## config.mk

```make
export PLATFORM = sky130hd
export DESIGN_NAME = mac_rst_sequencer
export DESIGN_NICKNAME = d
export VERILOG_FILES = /design/src/rtl/rstseq_pkg.sv /design/src/rtl/rstseq_dwell_timer.sv /design/src/rtl/rstseq_fsm.sv /design/src/rtl/rstseq_regs.sv /design/src/rtl/mac_rst_sequencer.sv
export SDC_FILE = /design/constraint.sdc
export NUM_CORES = 1
export LEC_CHECK = 0
export ABC_AREA = 1
export BUFFER_PORTS_ARGS = -buffer_cell sky130_fd_sc_hd__buf_2
export CORE_ASPECT_RATIO = 1.2
export CORE_UTILIZATION = 40
export DETAILED_ROUTE_END_ITERATION = 10
export MAX_ROUTING_LAYER = met4
export PLACE_DENSITY = 0.65
export SLEW_MARGIN = 5
export SYNTH_ARGS = -nofsm -noshare
export SYNTH_HDL_FRONTEND = slang
export SYNTH_SLANG_ARGS = --single-unit
```

## constraint.sdc

```tcl
create_clock -name clk -period 3.4 [get_ports clk]
set_input_delay 0.17 -clock clk [delete_from_list [all_inputs] [get_ports clk]]
set_output_delay 0.17 -clock clk [all_outputs]
set_load 0.01 [all_outputs]
```

## src/rtl/rstseq_pkg.sv

```systemverilog
package rstseq_pkg;
  typedef enum logic [1:0] {
    ST_IDLE     = 2'd0,
    ST_HOLD_ALL = 2'd1,
    ST_PHY_UP   = 2'd2,
    ST_MAC_UP   = 2'd3
  } seq_state_e;

  localparam logic SEL_GLOBAL = 1'b0;
  localparam logic SEL_BRIDGE = 1'b1;
endpackage

```

## src/rtl/rstseq_dwell_timer.sv

```systemverilog
module rstseq_dwell_timer #(
  parameter int DWELL_CYCLES = 4000000
) (
  input  logic clk,
  input  logic rst_n,
  input  logic load,
  output logic expire
);
  localparam int CNT_W = (DWELL_CYCLES > 1) ? $clog2(DWELL_CYCLES) : 1;
  localparam logic [CNT_W-1:0] LOAD_VAL = CNT_W'(DWELL_CYCLES - 1);

  logic [CNT_W-1:0] cnt_q;
  logic             run_q;

  // Reset loads the timer so that the first dwell of the automatic sequence is counted.
  always_ff @(posedge clk or negedge rst_n) begin
    if (!rst_n) begin
      cnt_q <= LOAD_VAL;
      run_q <= 1'b1;
    end else if (load) begin
      cnt_q <= LOAD_VAL;
      run_q <= 1'b1;
    end else if (run_q) begin
      if (cnt_q == '0) run_q <= 1'b0;
      else             cnt_q <= cnt_q - 1'b1;
    end
  end

  assign expire = run_q && (cnt_q == '0);
endmodule

```

## src/rtl/rstseq_fsm.sv

```systemverilog
module rstseq_fsm
  import rstseq_pkg::*;
(
  input  logic clk,
  input  logic rst_n,
  input  logic start_req,
  input  logic expire,
  output logic busy,
  output logic go_all,
  output logic rel_phy,
  output logic rel_mac,
  output logic rel_bridge,
  output logic tmr_load
);
  seq_state_e state_q, state_d;

  always_comb begin
    state_d    = state_q;
    go_all     = 1'b0;
    rel_phy    = 1'b0;
    rel_mac    = 1'b0;
    rel_bridge = 1'b0;
    unique case (state_q)
      ST_IDLE: if (start_req) begin
        go_all  = 1'b1;
        state_d = ST_HOLD_ALL;
      end
      ST_HOLD_ALL: if (expire) begin
        rel_phy = 1'b1;
        state_d = ST_PHY_UP;
      end
      ST_PHY_UP: if (expire) begin
        rel_mac = 1'b1;
        state_d = ST_MAC_UP;
      end
      ST_MAC_UP: if (expire) begin
        rel_bridge = 1'b1;
        state_d    = ST_IDLE;
      end
      default: state_d = ST_IDLE;
    endcase
  end

  // Power-on reset enters the first step directly, which gives the automatic start.
  always_ff @(posedge clk or negedge rst_n) begin
    if (!rst_n) state_q <= ST_HOLD_ALL;
    else        state_q <= state_d;
  end

  assign busy     = (state_q != ST_IDLE);
  assign tmr_load = go_all | rel_phy | rel_mac;
endmodule

```

## src/rtl/rstseq_regs.sv

```systemverilog
module rstseq_regs
  import rstseq_pkg::*;
#(
  parameter int DATA_W     = 32,
  parameter int MAC_BIT    = 0,
  parameter int PHY_BIT    = 4,
  parameter int BRIDGE_BIT = 16
) (
  input  logic              clk,
  input  logic              rst_n,
  input  logic              busy,
  input  logic              go_all,
  input  logic              rel_phy,
  input  logic              rel_mac,
  input  logic              rel_bridge,
  input  logic              wr_en,
  input  logic              wr_sel,
  input  logic [DATA_W-1:0] wr_data,
  input  logic              rd_sel,
  output logic [DATA_W-1:0] rd_data,
  output logic              mac_rst,
  output logic              phy_rst,
  output logic              bridge_rst_n,
  output logic              seq_done
);
  logic mac_q, phy_q, brg_q, done_q;
  logic sw_ok;

  // A start request takes priority over a write in the same cycle, and writes are dropped while busy.
  assign sw_ok = wr_en & ~busy & ~go_all;

  always_ff @(posedge clk or negedge rst_n) begin
    if (!rst_n) begin
      mac_q  <= 1'b1;
      phy_q  <= 1'b1;
      brg_q  <= 1'b0;
      done_q <= 1'b0;
    end else begin
      if (go_all) begin
        mac_q  <= 1'b1;
        phy_q  <= 1'b1;
        brg_q  <= 1'b0;
        done_q <= 1'b0;
      end
      if (rel_phy) phy_q <= 1'b0;
      if (rel_mac) mac_q <= 1'b0;
      if (rel_bridge) begin
        brg_q  <= 1'b1;
        done_q <= 1'b1;
      end
      if (sw_ok) begin
        if (wr_sel == SEL_GLOBAL) begin
          mac_q <= wr_data[MAC_BIT];
          phy_q <= wr_data[PHY_BIT];
        end else begin
          brg_q <= wr_data[BRIDGE_BIT];
        end
      end
    end
  end

  always_comb begin
    rd_data = '0;
    if (rd_sel == SEL_GLOBAL) begin
      rd_data[MAC_BIT] = mac_q;
      rd_data[PHY_BIT] = phy_q;
    end else begin
      rd_data[BRIDGE_BIT] = brg_q;
    end
  end

  assign mac_rst      = mac_q;
  assign phy_rst      = phy_q;
  assign bridge_rst_n = brg_q;
  assign seq_done     = done_q;
endmodule

```

## src/rtl/mac_rst_sequencer.sv

```systemverilog
module mac_rst_sequencer #(
  parameter int DWELL_CYCLES = 4000000,
  parameter int DATA_W       = 32,
  parameter int MAC_BIT      = 0,
  parameter int PHY_BIT      = 4,
  parameter int BRIDGE_BIT   = 16
) (
  input  logic              clk,
  input  logic              rst_n,
  input  logic              start_req,
  input  logic              wr_en,
  input  logic              wr_sel,
  input  logic [DATA_W-1:0] wr_data,
  input  logic              rd_sel,
  output logic [DATA_W-1:0] rd_data,
  output logic              mac_rst,
  output logic              phy_rst,
  output logic              bridge_rst_n,
  output logic              seq_done,
  output logic              busy
);
  logic go_all, rel_phy, rel_mac, rel_bridge, tmr_load, expire;

  rstseq_fsm u_fsm (
    .clk        (clk),
    .rst_n      (rst_n),
    .start_req  (start_req),
    .expire     (expire),
    .busy       (busy),
    .go_all     (go_all),
    .rel_phy    (rel_phy),
    .rel_mac    (rel_mac),
    .rel_bridge (rel_bridge),
    .tmr_load   (tmr_load)
  );

  rstseq_dwell_timer #(.DWELL_CYCLES(DWELL_CYCLES)) u_timer (
    .clk    (clk),
    .rst_n  (rst_n),
    .load   (tmr_load),
    .expire (expire)
  );

  rstseq_regs #(
    .DATA_W     (DATA_W),
    .MAC_BIT    (MAC_BIT),
    .PHY_BIT    (PHY_BIT),
    .BRIDGE_BIT (BRIDGE_BIT)
  ) u_regs (
    .clk          (clk),
    .rst_n        (rst_n),
    .busy         (busy),
    .go_all       (go_all),
    .rel_phy      (rel_phy),
    .rel_mac      (rel_mac),
    .rel_bridge   (rel_bridge),
    .wr_en        (wr_en),
    .wr_sel       (wr_sel),
    .wr_data      (wr_data),
    .rd_sel       (rd_sel),
    .rd_data      (rd_data),
    .mac_rst      (mac_rst),
    .phy_rst      (phy_rst),
    .bridge_rst_n (bridge_rst_n),
    .seq_done     (seq_done)
  );
endmodule

```

**After elaboration in Yosys (flattened, before gate mapping)**

Cells that the tools add are included.

- Output and inout bits: 37
- Input bits: 38
- Bits in registers: 29

- Reductions and logical operators: 8
- Add/subtract/negate cells: 1
- Muxes and demuxes: 34
- Eq/ne operators: 8
- Bitwise logic cells: 6

Operators with widths:

| kind | count |
|---|---|
| 2-to-1 mux 22 bit | 3 |
| 2-to-1 mux 1 bit | 26 |
| logical NOT 22 bit | 1 |
| subtractor 22 x 1 -> 22 bit, second input constant | 1 |
| != test 2 bit, second input constant | 5 |
| 2-to-1 mux 2 bit | 4 |
| case mux 2 bit (4 select lines) | 1 |
| nonzero test 2 bit | 3 |
| == test 2 bit, second input constant | 2 |
| AND reduction 4 bit | 1 |
| AND 1 bit | 2 |
| == test 2 x 1 -> 1 bit, second input constant | 1 |
| logical NOT 2 bit | 1 |
| inverter 1 bit | 2 |
| OR 1 bit | 2 |
| AND reduction 2 bit | 1 |
| logical AND 1 bit | 1 |

**Depth between registers and ports, before layout**

Gate-level depths: netlist (run 1).

- Depth after elaboration: 8
- Depth in mapped cells: 11
- Gate-level depth less buffers: 11

**By module**

Synthesis (run 1) repeated with hierarchy kept, for this count alone.

- Cells, all modules: 319
- Area, all modules: 2210.9 µm²

Modules (own cells, without submodules):

| module | cells each | area an instance (µm²) | instances |
|---|---|---|---|
| rstseq_dwell_timer | 224 | 1546.5 | 1 |
| rstseq_regs | 62 | 454.2 | 1 |
| rstseq_fsm | 33 | 210.2 | 1 |

**Worst setup path after synthesis (run 1)**

OpenSTA, ideal clock, no wires.

- Kind: register -> register
- From: register u_timer.cnt_q[0]
- To: register u_timer.cnt_q[5]
- Cell stages (with the launch flop): 12
- Period minus slack after synthesis: 1.713 ns
- Slack: 1.687 ns
- Arrival time: 1.634 ns
- Path buffers: 1
- Path through: dfstp_2 -> inv_1 -> ha_1 -> nand2_4 -> nor2_8 -> nand2_2 -> nor2_4 -> nand3_2 -> nand2_2 -> buf_6 -> a21oi_1 -> nand2_1

- Word-level cells in the longest chain between the ends: 8
- Elaborated cells on any way between the ends: 14
- Classes of those cells: 1 x add/sub; 1 x eq/ne; 6 x mux; 2 x bitwise; 4 x reduce/logical

RTL lines:

| item | RTL line | source |
|---|---|---|
| from (decl) | rstseq_dwell_timer.sv:12 | `logic [CNT_W-1:0] cnt_q;` |
| from (signal assigned) | rstseq_dwell_timer.sv:25 | `else cnt_q <= cnt_q - 1'b1;` |
| parallel branches: the longest is 8 deep, another holds subtractor 22 x 1 -> 22 bit | -- |  |

Parallel ways; which one is timed is not known. The select of a mux whose other input is x is not followed.
A chain may end at the register's enable or synchronous reset.

**Worst setup path in the final report (run 1)**

- From: register u_timer.cnt_q[0]
- To: register u_timer.cnt_q[0]

Same word-level chain as after synthesis.

==> qor.yml, run 1 <==
postCtsSetupRepairBufs: 0
synth_cell_types: 27
worst-r2r-setup-slack_ns: 1.09
crit_family: "simple AND/OR/NAND/NOR gates"
grt_overflow_total: 0
status: "finished, violations left"
vias: 2003
crit_path_end_kind: "flop"
numPortBuffers: 16
rsz0062_at_grt: "false"
critPathMaxFanout: 24
grt_pass1_wl_um: 8270
arrival_ns: 2.53
power.leakage_nw: 1.27
crit_buf_inv: 2
final_antenna_net_count: 0
seqPwrFrac: 0.401
netlist_instances: 325
synth_seq_cells: 29
fp.dieH_um: 85.0
p_int_mw: 0.765
min_path_type: "in -> reg"
start_util: 0.425
finClkSkew_ns: 0.00330
fill_cells: 557
timing.hold.ws_ns: 0.0986
cp-start-kind: "flop"
grt_pass1_vias: 1843
setup_viol: 0
synth_warnings: 0
synth_area_mm2: 0.00230
wirelength_um: 4820
drv_slew: 0
cts.clk_slew.worst_paths_ns: 0.07
drive_above_1_share: 0.176
setup_tns_ns: 0
required_ns: 3.62
p_sw_mw: 0.472
worstSetupPathType: "reg -> reg"
yosysSeqAreaShare: 0.326
peakVddDrop_mv: 0.371
numCtsBuffers: 5
insertion_delay_ns: 0.29
std_cell_rows: 29
clockPowerShare: 0.265
clock_sinks: 29
grt_max_degree: 33
multi_input_area_mm2: 0.00122
root_buffer: "clkbuf_8"
drc: 2
hpwl_um: 3270
switching_share: 0.382
tightestPinTransition_ns: 0.674
dieArea_mm2: 0.00605
met3_usage: 0.0321
antenna_cells: 0
pwr-share-comb: 0.334
critPathSlowestCell: "nand2_2"
core_area_mm2: 0.00541
path_cells: "inv_1 -> ha_1 -> nand2_4 -> nor2_8 -> nand3_1 -> nand2_2 -> inv_2 -> a21oi_1 -> nand2_1"
use_met1: 0.225
max-cap-violations: 0
die_x_um: 71.2
fin_crit_sh: 0.680
critical-path-max-stage-delay_ns: 0.41
fmaxAchievable_ghz: 0.432
first_pass_iters: 7
hold_viol: 0
fin_crit_ns: 2.31
cts_tree: "built"
violations: "DRC"
cts_buffer_depth: 2
nets: 383
grt_antenna_before_repair: 0
syn_area_per_cell_um2: 7.07
met2_usage: 0.277
ctsResizeCount: 0
grt_busiest_layer: "met2"
final-seq-area_um2: 748
place_congestion: 0.800
cts-htree-levels: 2
dr.first_iter.drc_count: 114
powerDensity_mw_per_mm2: 514
routedWlPerCell_um: 12.0
pin_count: 75
area_growth_pct: 4.68
max_slew_margin: 0.550
grt_usage: 0.176
via_per_inst: 4.98
synth_stat cells, drive strengths merged:
| cell | number | share of area |
|---|---|---|
| a21oi | 13 | 0.028 |
| a31oi | 1 | 0.0027 |
| buf | 37 | 0.12 |
| clkbuf | 3 | 0.0049 |
| conb | 1 | 0.0016 |
| dfrtp | 11 | 0.12 |
| dfstp | 18 | 0.21 |
| ha | 6 | 0.033 |
| inv | 40 | 0.065 |
| nand2 | 83 | 0.14 |
| nand3 | 21 | 0.048 |
| nand4 | 34 | 0.093 |
| nor2 | 40 | 0.083 |
| o21ai | 6 | 0.013 |
| or2 | 1 | 0.0027 |
| xnor2 | 2 | 0.0076 |
| xor2 | 8 | 0.031 |
metal layers:
layer	wire [µm]	part of all wire
met5	0	0
met4	93	0.019
met3	103	0.021
met2	2340	0.48
met1	2290	0.47
layout make-up:
cell class / count / area share
sequential: 29 / 0.311
clock buffer: 7 / 0.0401
multi-input combinational: 244 / 0.508
clock inverter: 1 / 0.00208
inverter: 40 / 0.0624
tap: 62 / 0.0323
timing repair buffer: 19 / 0.0437
power groups by stage:
stage          clock [mW]  combinational [mW]  sequential (mW)
3_5_place_dp            0               0.414            0.498
4_1_cts             0.338               0.416            0.495
6_report            0.328               0.413            0.496
2_1_floorplan           0               0.329            0.497
3_3_place_gp            0               0.402            0.499
5_1_grt             0.348               0.468            0.509
final timing paths:
check,startpoint,to,depth (start not counted)
min,wr_data[4],u_regs.phy_rst,3
min reg2reg,u_regs.seq_done,u_regs.seq_done,2
min in group asynchronous,rst_n,u_timer.cnt_q[13],2
max,u_timer.cnt_q[0],u_timer.cnt_q[0],9
max reg2reg,u_timer.cnt_q[0],u_timer.cnt_q[0],9
max in group asynchronous,rst_n,u_timer.cnt_q[9],2
cells by family after synthesis:
kind of cell,synth area share
buffers and inverters,0.188
DFF,0.326
adders and majority gates,0.0327
AOI/OAI and AO/OA,0.0441
other,0.00163
and+or+nand+nor,0.370
xor gates and xnor gates,0.0381
stage by stage:
stage               utilization  power, mW  cells  setup slack, ns  area, µm²
floorplan                     -      0.826    353             1.69       2400
CTS                       0.445       1.25    402             1.08       2400
global placement          0.424      0.901    393             1.14       2290
detailed placement        0.424      0.913    393             1.09       2290
finish                    0.445       1.24    402             1.09       2400
global route              0.445       1.33    402            0.871       2400
worst reg2reg max path: stages, from the launching register on:
cell	delay, ns
dfstp_2	0.38
inv_1	0.09
ha_1	0.34
nand2_4	0.12
nor2_8	0.19
nand3_1	0.13
nand2_2	0.41
inv_2	0.30
a21oi_1	0.22
nand2_1	0.07
cell usage in the layout (no fill, tap or decap), types with 8 or more instances in the layout:
cell / count
a21oi_1: 13
buf_2: 16
conb_1: 29
dfrtp_1: 11
dfstp_2: 18
inv_1: 38
nand2_1: 78
nand3_1: 20
nand4_1: 34
nor2_1: 33
xor2_1: 8
sequential cells by signal, summed over array words and instances (netlist names):
| register | cells |
|---|---|
| u_fsm.state_q | 2 |
| u_regs.bridge_rst_n | 1 |
| u_regs.mac_rst | 1 |
| u_regs.phy_rst | 1 |
| u_regs.seq_done | 1 |
| u_timer.cnt_q | 22 |
| u_timer.run_q | 1 |
timing repair:
action | CTS | global route
hold buffers | 1 | 0
hold endpoints to repair | 11 | 0
setup endpoints to repair | 0 | 0
Note: power is estimated with default switching activity, not from simulation.
==> inputs of run 2 (changes only) <==
Clock period 3.4 ns to 2.3 ns, I/O delays scaled along.
==> run 2 against run 1 <==
  * The flow still finishes with violations (DRC)
  * First-iteration DRC count fell by 32%
  * Via count fell by 1.5%
  * Clock power rose by 23%
  * Core utilization rose by 0.16 points
  * Die area did not move
  * Clock skew barely moved
  * Worst hold slack got worse by 0.039 ns
  * Critical path depth did not move
  * Design area rose by 0.36%
  * Critical path type unchanged
  * Largest cell class unchanged
==> qor.yml, run 2 (synthesis results as in run 1) <==
status: "finished, violations left"
cts_buffer_depth: 2
r2r.worst_path.cells: 9
start_util: 0.425
final_cell_mix: "78 x nand2_1, 38 x inv_1, 34 x nand4_1"
critPathSlowestCell: "dfstp_2"
dpl-instance-area_mm2: 0.00232
largest_reg_flops: 22
grt_max_degree: 30
grt_usage: 0.178
wirelength_um: 4720
rsz0062_at_grt: "false"
max_slew_margin: 0.561
min_path_type: "in -> reg"
worstSetupPathType: "reg -> reg"
required_ns: 2.52
final_antenna_net_count: 0
cts-htree-levels: 2
cts_hold_buf: 1
path_cells: "inv_1 -> ha_1 -> nand2_4 -> nor2_8 -> nand3_1 -> nand2_2 -> inv_2 -> nand4_1 -> nand2_1"
regMostFlops: "u_timer.cnt_q"
powerDensity_mw_per_mm2: 730
setup_tns_ns: 0
drv_slew: 0
tightestPinTransition_ns: 0.659
ctsResizeCount: 0
numCtsBuffers: 5
cts_tree: "built"
r2r_end: "u_timer.cnt_q[8]"
largestRegisters: "u_timer.cnt_q: 22 flops, u_fsm.state_q: 2 flops"
fmaxAchievable_ghz: 0.537
dieArea_mm2: 0.00605
nets: 387
die_x_um: 71.2
cts.clk_slew.worst_paths_ns: 0.06
numPortBuffers: 16
critical-path-max-stage-delay_ns: 0.55
final_common_cell: "nand2_1"
clock_sinks: 29
worst-r2r-setup-slack_ns: 0.44
place_congestion: 0.787
area_growth_pct: 5.07
grt_overflow_total: 0
power.leakage_nw: 1.28
pin_count: 75
drive_above_1_share: 0.177
min_to: "u_regs.mac_rst"
design_area_mm2: 0.00241
peakVddDrop_mv: 0.454
crit_family: "simple AND/OR/NAND/NOR gates"
core_area_mm2: 0.00541
critPathMaxFanout: 20
vias: 1973
grt_pass1_wl_um: 8280
dr.first_iter.drc_count: 77
arrival_ns: 2.08
max-cap-violations: 0
crit_path_end_kind: "flop"
insertion_delay_ns: 0.28
hold_viol: 0
reg2reg_from: "u_timer.cnt_q[0]"
root_buffer: "clkbuf_8"
fin_crit_ns: 1.86
grt_antenna_before_repair: 0
first_pass_iters: 7
fill_cells: 565
setup_viol: 0
postCtsSetupRepairBufs: 0
min_path_cells: 3
hpwl_um: 3330
crit_buf_inv: 2
cp-start-kind: "flop"
std_cell_rows: 29
antenna_cells: 0
hp-start: "wr_data[0]"
finClkSkew_ns: 0.00305
fin_crit_sh: 0.810
via_per_inst: 4.86
drc: 2
grt_pass1_vias: 1832
violations: "DRC"
routedWlPerCell_um: 11.6
fp.dieH_um: 85.0
## run 2: cell count changes in the layout (fill, tap and decap cells not counted), sizes merged
cell    change
buf         +4
clkbuf      +1
clkinv      -1
## run 2: worst max-delay path by stage
| stage | depth (start not counted) | endpoint | start | slack, ns |
|---|---|---|---|---|
| floorplan | 11 | u_timer.cnt_q[5] | u_timer.cnt_q[0] | 0.59 |
| global placement | 9 | u_timer.cnt_q[8] | u_timer.cnt_q[0] | 0.47 |
| detailed placement | 9 | u_timer.cnt_q[8] | u_timer.cnt_q[0] | 0.44 |
| CTS | 9 | u_timer.cnt_q[8] | u_timer.cnt_q[0] | 0.43 |
| global route | 9 | u_timer.cnt_q[10] | u_timer.cnt_q[0] | 0.28 |
| finish | 9 | u_timer.cnt_q[8] | u_timer.cnt_q[0] | 0.44 |
## run 2: per-stage QoR
step	power (mW)	setup slack, ns	hold slack (ns)	util	cells
global route	1.90	0.275	0.0832	0.446	406
floorplan	1.22	0.587	-0.181	-	353
global placement	1.36	0.468	0.182	0.430	397
CTS	1.78	0.426	0.0600	0.446	406
finish	1.76	0.437	0.0599	0.446	406
detailed placement	1.37	0.445	0.188	0.430	397
## run 2: power breakdown
part / internal [mW] / leakage (nW) / switching (mW) / total (mW)
registers: 0.646 / 0.341 / 0.0881 / 0.734
logic: 0.229 / 0.899 / 0.397 / 0.626
clock network: 0.214 / 0.0395 / 0.188 / 0.403
## run 2: per-layer routing
layer | track usage | up-vias | wire length, µm
met5 | - | - | 0
met4 | 0.0655 | 0 | 68
met3 | 0.0344 | 5 | 213
met2 | 0.298 | 46 | 2310
met1 | 0.211 | 900 | 2130
li1 | - | 1022 | -
## run 2: area by class of cell
| type | instances | area [µm²] | share of cell area |
|---|---|---|---|
| clock buffer | 8 | 80.1 | 0.0332 |
| inverter | 40 | 150 | 0.0622 |
| multi-input combinational | 244 | 1220 | 0.506 |
| timing repair buffer | 23 | 135 | 0.0560 |
| tap | 62 | 77.6 | 0.0321 |
| sequential | 29 | 748 | 0.310 |
## run 2: worst min-delay path, stage by stage
cell and delay (ns):
buf_2 0.10, nand3_1 0.06, o21ai_1 0.06
==> inputs of run 3 (changes only) <==
Settings changed: PLACE_DENSITY 0.65 to 0.68.
Clock period 2.3 ns to 1.6 ns, I/O delays scaled along.
==> run 3 against run 2 <==
  * The run still ends with DRC left
  * Via count rose by 8.0%
  * Sequential cell count did not move
  * Register-to-register slack got worse by 0.39 ns
  * Non-clock buffer count rose by 38
  * Sequential share of layout area fell by 4.6 points
  * Worst setup slack got worse by 0.39 ns
  * Routed wire length rose by 7.8%
==> qor.yml, run 3 (synthesis results as in run 1) <==
timing.critical_path.mode_cell: "nand2_4"
setup_tns_ns: 0
nets: 425
critPathMaxFanout: 13
insertion_delay_ns: 0.29
grt_overflow_total: 0
powerDensity_mw_per_mm2: 1010
numPortBuffers: 16
required_ns: 1.81
grt_antenna_before_repair: 0
area_growth_pct: 23.3
antenna_cells: 0
root_buffer: "clkbuf_8"
largestRegisters: "u_timer.cnt_q: 22 flops, u_fsm.state_q: 2 flops"
r2r_end: "u_timer.cnt_q[5]"
drc: 4
drive_above_1_share: 0.306
pin_count: 75
final_util: 0.524
crit_buf_inv: 1
critical-path-max-stage-delay_ns: 0.53
max_slew_margin: 0.549
status: "finished, violations left"
wirelength_um: 5080
place_congestion: 0.821
hpwl_um: 3680
reg2reg_from: "u_timer.cnt_q[1]"
min_path_type: "in -> reg"
post-place-ws_ns: -0.0589
max-cap-violations: 0
cts-htree-levels: 2
hold_viol: 0
dp.cells: 430
finalPower_mw: 2.86
power.leakage_nw: 1.50
final_cell_mix: "73 x nand2_1, 36 x inv_1, 35 x buf_4"
dpl-instance-area_mm2: 0.00260
cp-start-kind: "flop"
dr.first_iter.drc_count: 69
vias: 2131
rsz0062_at_grt: "true"
stdcell_count: 444
fill_cells: 521
final-seq-area_um2: 748
fin_crit_ns: 1.56
setup_viol: 0
routedWlPerCell_um: 11.4
crit_path_end_kind: "flop"
clock_sinks: 29
fin_crit_sh: 0.973
regMostFlops: "u_timer.cnt_q"
critPathCapture: "u_timer.cnt_q[5]"
via_per_inst: 4.80
critPathSlowestCell: "dfstp_2"
largest_reg_flops: 22
fmaxAchievable_ghz: 0.642
critical_path_depth: 10
fp.dieH_um: 85.0
worst-r2r-setup-slack_ns: 0.04
numCtsBuffers: 5
die_x_um: 71.2
timing.hold.ws_ns: 0.0365
grt_pass1_wl_um: 8490
r2r.worst_path.cells: 10
arrival_ns: 1.77
start_util: 0.425
tightestPinTransition_ns: 0.676
grt_pass1_vias: 1946
cp-startpoint: "u_timer.cnt_q[1]"
worstSetupPathType: "reg -> reg"
cts_tree: "built"
grt_max_degree: 30
std_cell_rows: 29
drv_slew: 0
multi_input_area_mm2: 0.00130
violations: "DRC"
first_pass_iters: 9
design_area_mm2: 0.00283
fin_ws_ns: 0.0426
grt_usage: 0.181
cts_buffer_depth: 2
cts.clk_slew.worst_paths_ns: 0.06
final_common_cell: "nand2_1"
dieArea_mm2: 0.00605
finClkSkew_ns: 0.0121
peakVddDrop_mv: 1.01
final_antenna_net_count: 0
path_cells: "inv_1 -> ha_4 -> nand2_4 -> nor2_8 -> nand2_4 -> nor2_4 -> nand3_4 -> nand2_4 -> a21oi_1 -> nand2_1"
core_area_mm2: 0.00541
crit_family: "simple AND/OR/NAND/NOR gates"
[run 3: cell count changes in the layout (fill, tap and decap cells not counted), sizes merged]
cell  before  now
buf       22   60
[run 3: worst min-delay path by stage]
stage | startpoint | to | depth (start not counted)
floorplan | rst_n | u_fsm.state_q[1] | 0
global placement | rst_n | u_timer.cnt_q[9] | 1
detailed placement | rst_n | u_timer.cnt_q[9] | 1
CTS | wr_data[4] | u_regs.phy_rst | 3
global route | wr_data[0] | u_regs.mac_rst | 3
finish | wr_data[0] | u_regs.mac_rst | 3
[run 3: what timing repair did]
| item | CTS | global route |
|---|---|---|
| buffers inserted | 0 | 4 |
| hold buffers | 1 | 0 |
| pin swaps | 1 | 7 |
| hold endpoints to repair | 11 | 0 |
| resized for setup | 10 | 21 |
| cloned | 0 | 1 |
| endpoints found under the setup margin | 24 | 27 |
[run 3: power by group]
| part | switching [mW] | internal [mW] | total [mW] | leakage, nW |
|---|---|---|---|---|
| Sequential | 0.108 | 0.926 | 1.03 | 0.341 |
| Clock | 0.293 | 0.350 | 0.643 | 0.0455 |
| Combinational | 0.670 | 0.517 | 1.19 | 1.11 |
[run 3: layout make-up]
cell class / instances / area share
inverter: 40 / 0.0557
sequential: 29 / 0.264
clock buffer: 8 / 0.0318
tap: 62 / 0.0274
timing repair buffer: 61 / 0.161
multi-input combinational: 244 / 0.460
[run 3: worst reg2reg max path, stage by stage (launching register included)]
cell     delay (ns)
dfstp_2        0.53
inv_1          0.06
ha_4           0.16
nand2_4        0.08
nor2_8         0.05
nand2_4        0.08
nor2_4         0.04
nand3_4        0.13
nand2_4        0.13
a21oi_1        0.14
nand2_1        0.07
[run 3: per-layer routing]
| layer | routed length, µm | GRT usage | vias up | part of all wire |
|---|---|---|---|---|
| li1 | - | - | 1101 | - |
| met1 | 2210 | 0.213 | 975 | 0.44 |
| met2 | 2620 | 0.306 | 46 | 0.52 |
| met3 | 164 | 0.0344 | 9 | 0.032 |
| met4 | 83 | 0.0691 | 0 | 0.016 |
| met5 | 0 | - | - | 0 |
